<file path="src/rtl/eye_scan_ctrl.sv">
module eye_scan_ctrl #(
  parameter int PH_W  = 5,
  parameter int V_W   = 5,
  parameter int NS    = 20,
  parameter int CNT_W = 4
) (
  input  logic             clk,
  input  logic             rst_n,
  input  logic             start,
  input  logic             filt_en,
  input  logic [2:0]       filt_pat,
  input  logic             smp_vld,
  input  logic             sym,
  input  logic             mon,
  output logic [PH_W-1:0]  phase_code,
  output logic [V_W-1:0]   vref_code,
  output logic             busy,
  output logic             done,
  output logic             hist_vld,
  output logic [PH_W-1:0]  hist_phase,
  output logic [V_W-1:0]   hist_vref,
  output logic [CNT_W-1:0] hist_val
);

  localparam int VN   = 1 << V_W;
  localparam int HALF = VN / 2;
  localparam int QW   = $clog2(NS + 1);
  localparam logic [CNT_W-1:0] CMAX = '1;

  typedef enum logic [1:0] {S_IDLE, S_CNT, S_DIFF} st_t;

  st_t              st;
  logic [1:0]       hq;
  logic [QW-1:0]    qcnt;
  logic [CNT_W-1:0] acc;
  logic [V_W-1:0]   dv;
  logic [CNT_W-1:0] mem [VN];

  logic             upper, pat_ok, qual, hit, last_smp;
  logic [CNT_W-1:0] acc_nxt, cur, nb, diff;

  assign upper    = vref_code[V_W-1];
  assign pat_ok   = !filt_en || ({hq, sym} == (upper ? filt_pat : ~filt_pat));
  assign qual     = (st == S_CNT) && smp_vld && (sym == upper) && pat_ok;
  assign hit      = upper ? !mon : mon;
  assign acc_nxt  = (hit && acc != CMAX) ? acc + 1'b1 : acc;
  assign last_smp = qcnt == QW'(NS - 1);
  assign busy     = st != S_IDLE;

  assign cur = mem[dv];
  always_comb begin
    if (dv[V_W-1])
      nb = (dv == V_W'(HALF)) ? '0 : mem[dv - 1'b1];
    else
      nb = (dv == V_W'(HALF - 1)) ? '0 : mem[dv + 1'b1];
  end
  assign diff = (cur >= nb) ? cur - nb : nb - cur;

  always_ff @(posedge clk)
    if (qual && last_smp) mem[vref_code] <= acc_nxt;

  always_ff @(posedge clk) begin
    if (!rst_n) begin
      st         <= S_IDLE;
      hq         <= '0;
      qcnt       <= '0;
      acc        <= '0;
      dv         <= '0;
      phase_code <= '0;
      vref_code  <= '0;
      done       <= 1'b0;
      hist_vld   <= 1'b0;
      hist_phase <= '0;
      hist_vref  <= '0;
      hist_val   <= '0;
    end else begin
      hist_vld <= 1'b0;
      if (smp_vld) hq <= {hq[0], sym};
      case (st)
        S_IDLE: if (start) begin
          st         <= S_CNT;
          phase_code <= '0;
          vref_code  <= '0;
          acc        <= '0;
          qcnt       <= '0;
          done       <= 1'b0;
        end
        S_CNT: if (qual) begin
          if (last_smp) begin
            acc  <= '0;
            qcnt <= '0;
            if (vref_code == '1) begin
              st <= S_DIFF;
              dv <= '0;
            end else begin
              vref_code <= vref_code + 1'b1;
            end
          end else begin
            acc  <= acc_nxt;
            qcnt <= qcnt + 1'b1;
          end
        end
        S_DIFF: begin
          hist_vld   <= 1'b1;
          hist_phase <= phase_code;
          hist_vref  <= dv;
          hist_val   <= diff;
          dv         <= dv + 1'b1;
          if (dv == '1) begin
            if (phase_code == '1) begin
              st   <= S_IDLE;
              done <= 1'b1;
            end else begin
              phase_code <= phase_code + 1'b1;
              vref_code  <= '0;
              st         <= S_CNT;
            end
          end
        end
        default: st <= S_IDLE;
      endcase
    end
  end

endmodule

</file>
<file path="config.mk">
export PLATFORM = sky130hd
export DESIGN_NAME = eye_scan_ctrl
export DESIGN_NICKNAME = d
export VERILOG_FILES = /design/src/rtl/eye_scan_ctrl.sv
export SDC_FILE = /design/constraint.sdc
export NUM_CORES = 1
export LEC_CHECK = 0
export BUFFER_PORTS_ARGS = -buffer_cell sky130_fd_sc_hd__buf_2
export CAP_MARGIN = 0
export CORE_MARGIN = 2
export CORE_UTILIZATION = 56
export DETAILED_ROUTE_END_ITERATION = 16
export GPL_ROUTABILITY_DRIVEN = 1
export PLACE_DENSITY = 0.75
export REMOVE_ABC_BUFFERS = 1
export SLEW_MARGIN = 20
export SYNTH_ARGS = -nofsm -noshare
export SYNTH_HDL_FRONTEND = slang
export SYNTH_SLANG_ARGS = --single-unit
</file>
<file path="constraint.sdc">
create_clock -name clk -period 4.6 [get_ports clk]
set_clock_uncertainty 0.2 [all_clocks]
set_input_delay 0.69 -clock clk [delete_from_list [all_inputs] [get_ports clk]]
set_output_delay 0.69 -clock clk [all_outputs]
set_load 0.1 [all_outputs]
</file>
==> run metrics <==
Post-Syn Area between 9000 and 10,000 sq um; CTS Buf Count 17; cell count along the critical path 16; share of cells above drive strength 1 between 20 and 30%; CP Capture Type flip-flop; vias per inst 6.614; Post-synth top cells 128 x edfxtp_1, 86 x nand2_1, 78 x mux4_2; Initial DRC Count about 630; Final nets 787; core footprint 16,470 sq um; initial antenna violation count 0; Period Utilization, post-route a little over nine tenths; Bufs and invs on worst path 3; max_slew headroom between 30 and 40%; worst slack, placed roughly 14 ps; Hold Startpoint hist_vref[0]; DRC 0; Main synth FF type edfxtp_1; Total GRT Usage a little over a quarter; crit path cell chain inv_1 -> ha_2 -> buf_4 -> mux4_2 -> nor2b_1 -> a211oi_1 -> a21oi_1 -> a32oi_1 -> ha_1 -> a21o_1 -> a21o_1 -> a21oi_1 -> buf_4 -> mux2i_1 -> a211o_1 -> nand3_1; # IOs 37; Port Buf Inserts 36; setup TNS 0 ps; count leader, synth edfxtp_1; mean post-synth cell area roughly 13 sq um; Lkg Pwr approximately 3.5 nW; worst slew pin tran about 900 ps; RSZ-0062 raised after global routing no; global-route wire length before repair approximately 36,000 um; Setup crit start kind flip-flop; FFs w/ async S/R, synth 0%; Post-Syn Instances between 700 and 800; CTS root buffer clkbuf_16; DP HPWL 16,720 um; post-synth cell types between 50 and 60; Die Height ~130 um; shortest period the worst path allows ~4300 ps; Ys Warns 0; Seq/Total Area, Yosys between 50 and 60%; fin worst setup slack between 200 and 300 ps; largest net degree at the start of global routing 58; die area about 18,000 sq um; vias in the first global route 6,425; final slew viol count 0; R2R Setup Slk 250 ps; fmax 229.9 MHz; Hold EP hist_vref[0]; worst endpoint data arrival time 4470 ps; Crit-path slowest cell ha_2; reg2reg path depth 16; CP Class flip-flop to flip-flop; Clock Pin Slew Worst Setup and Hold Paths about 70 ps; Data required, critical path between 4000 and 5000 ps; critical path peak fanout 14; Worst Hold Depth 2; overall routed net length roughly 23,000 um; synthesis-stage register bit count ~180; worst min-delay path class flip-flop to flip-flop; Post-CTS Hold Buffers 0; worst r2r src dv[0]; Routability Congestion around 0.87; ANT cells 0; Die Wd ~130 um; delay-heaviest family, CP compound AO/OA/AOI/OAI gates; Placement Rows 47; status finished clean; drt pass-1 iters 5; Peak VDD IR 0.2738 mV; top cell type's share of synthesized area between 40% and 50%; Post-synth EDFFs between 100 and 150; Worst-Skew Late Latency around 440 ps; Synth-to-Final Area Change 11.58%; Final Total Pwr ~3.2 mW; H-Tree Level Count 4; via count 6,535; TritonCTS clock tree done; final hold slack about 250 ps; Antenna Nets Post-Route 0; total power divided by cell area around 300 nW/um^2; clk sinks 177; Max Cap Violations 0; Fin. Hold Viols 0; RR Endpoint hist_val[3]; top post-synthesis cells by area edfxtp_1 41%, mux4_2 19%, dfxtp_1 10%; final setup fails 0; drt wl/cell 23.39 um; cell taking the most area after synthesis edfxtp_1; gr ovfl total 0; max incr delay on CP about 550 ps; clock tree buffer depth 2; Starting Density approximately 57%
[sequential cells by signal, summed over array words and instances, names as in the netlist, named ones only]
name	flops
hist_phase	5
hist_vld	1
vref_code	5
hist_val	4
acc	4
hq	2
st	2
dv	5
mem	128
done	1
phase_code	5
hist_vref	5
qcnt	5
[logic make-up after synthesis]
kind of cell / share of synthesized area (%)
compound gates: 7.811
xor+xnor: 1.204
fa+ha+maj: 3.103
buf+inv: 3.156
flops: 51.57
mux: 21.13
simple gates: 12.02
[how the worst max path moves through the flow]
stage | from | endpoint | slack (ps)
floorplan | dv[0] | hist_val[2] | -1770
global placement | dv[2] | hist_val[3] | 230
global route | dv[0] | hist_val[3] | 10
detailed placement | dv[2] | hist_val[3] | 10
finish | dv[0] | hist_val[3] | 250
CTS | dv[2] | hist_val[3] | 50
[power breakdown]
part	switching, mW	total (mW)	leakage [nW]	internal (mW)
combinational	0.0465	0.0633	1.57	0.0168
sequential	0.00387	1.70	1.63	1.70
clock	0.619	1.43	0.281	0.808
[metrics by stage]
step | cell area (sq um) | instances | util [%]
6_report | 10440 | 988 | 63.40
3_5_place_dp | 9818 | 955 | 59.63
3_3_place_gp | 9818 | 955 | 59.63
4_1_cts | 10410 | 987 | 63.20
5_1_grt | 10440 | 988 | 63.40
2_1_floorplan | 9116 | 671 | -
[worst register-to-register path: stages, from the launching register on]
cell and delay, ps:
dfxtp_2 490, inv_1 120, ha_2 550, buf_4 250, mux4_2 290, nor2b_1 150, a211oi_1 230, a21oi_1 110
a32oi_1 290, ha_1 320, a21o_1 170, a21o_1 170, a21oi_1 220, buf_4 180, mux2i_1 260, a211o_1 160
nand3_1 50
[routing by layer]
layer / routed length (um) / vias up / track usage [%]
li1: - / 2857 / -
met1: 9012 / 3269 / 35.54
met2: 11340 / 346 / 42.81
met3: 2014 / 63 / 7.763
met4: 746 / 0 / 11.47
met5: 0 / - / 0
[layout by cell type, fill, tap and decap left out, types with 7 or more instances in the layout]
master     count
nor2_1        62
edfxtp_1     128
and3_1         8
a21oi_1       31
a211oi_1      17
clkbuf_16     17
nand2_1       86
nand3b_1       7
buf_4         28
buf_2         36
dfxtp_1       47
inv_1         11
a31oi_1       10
nor2b_1       19
mux2_2         8
nand3_1       19
o21ai_0       12
mux2i_1       13
or3_1          7
ha_1          19
mux4_2        78
nand4_1        7
[what timing repair did]
action / CTS / global route
resized for setup: 0 / 2
setup endpoints to repair: 0 / 3
setup buffers: 0 / 1
[final cells by class]
| class | count | area, sq um |
|---|---|---|
| Clock buffer | 18 | 429.2 |
| Clock inverter | 14 | 158.9 |
| Fill cell | 1233 | 6027 |
| Inverter | 15 | 56.30 |
| Multi-Input combinational cell | 479 | 4282 |
| Sequential cell | 177 | 4827 |
| Tap cell | 220 | 275.3 |
| Timing Repair Buffer | 65 | 410.4 |
Note: power is estimated with default switching activity, not from simulation.
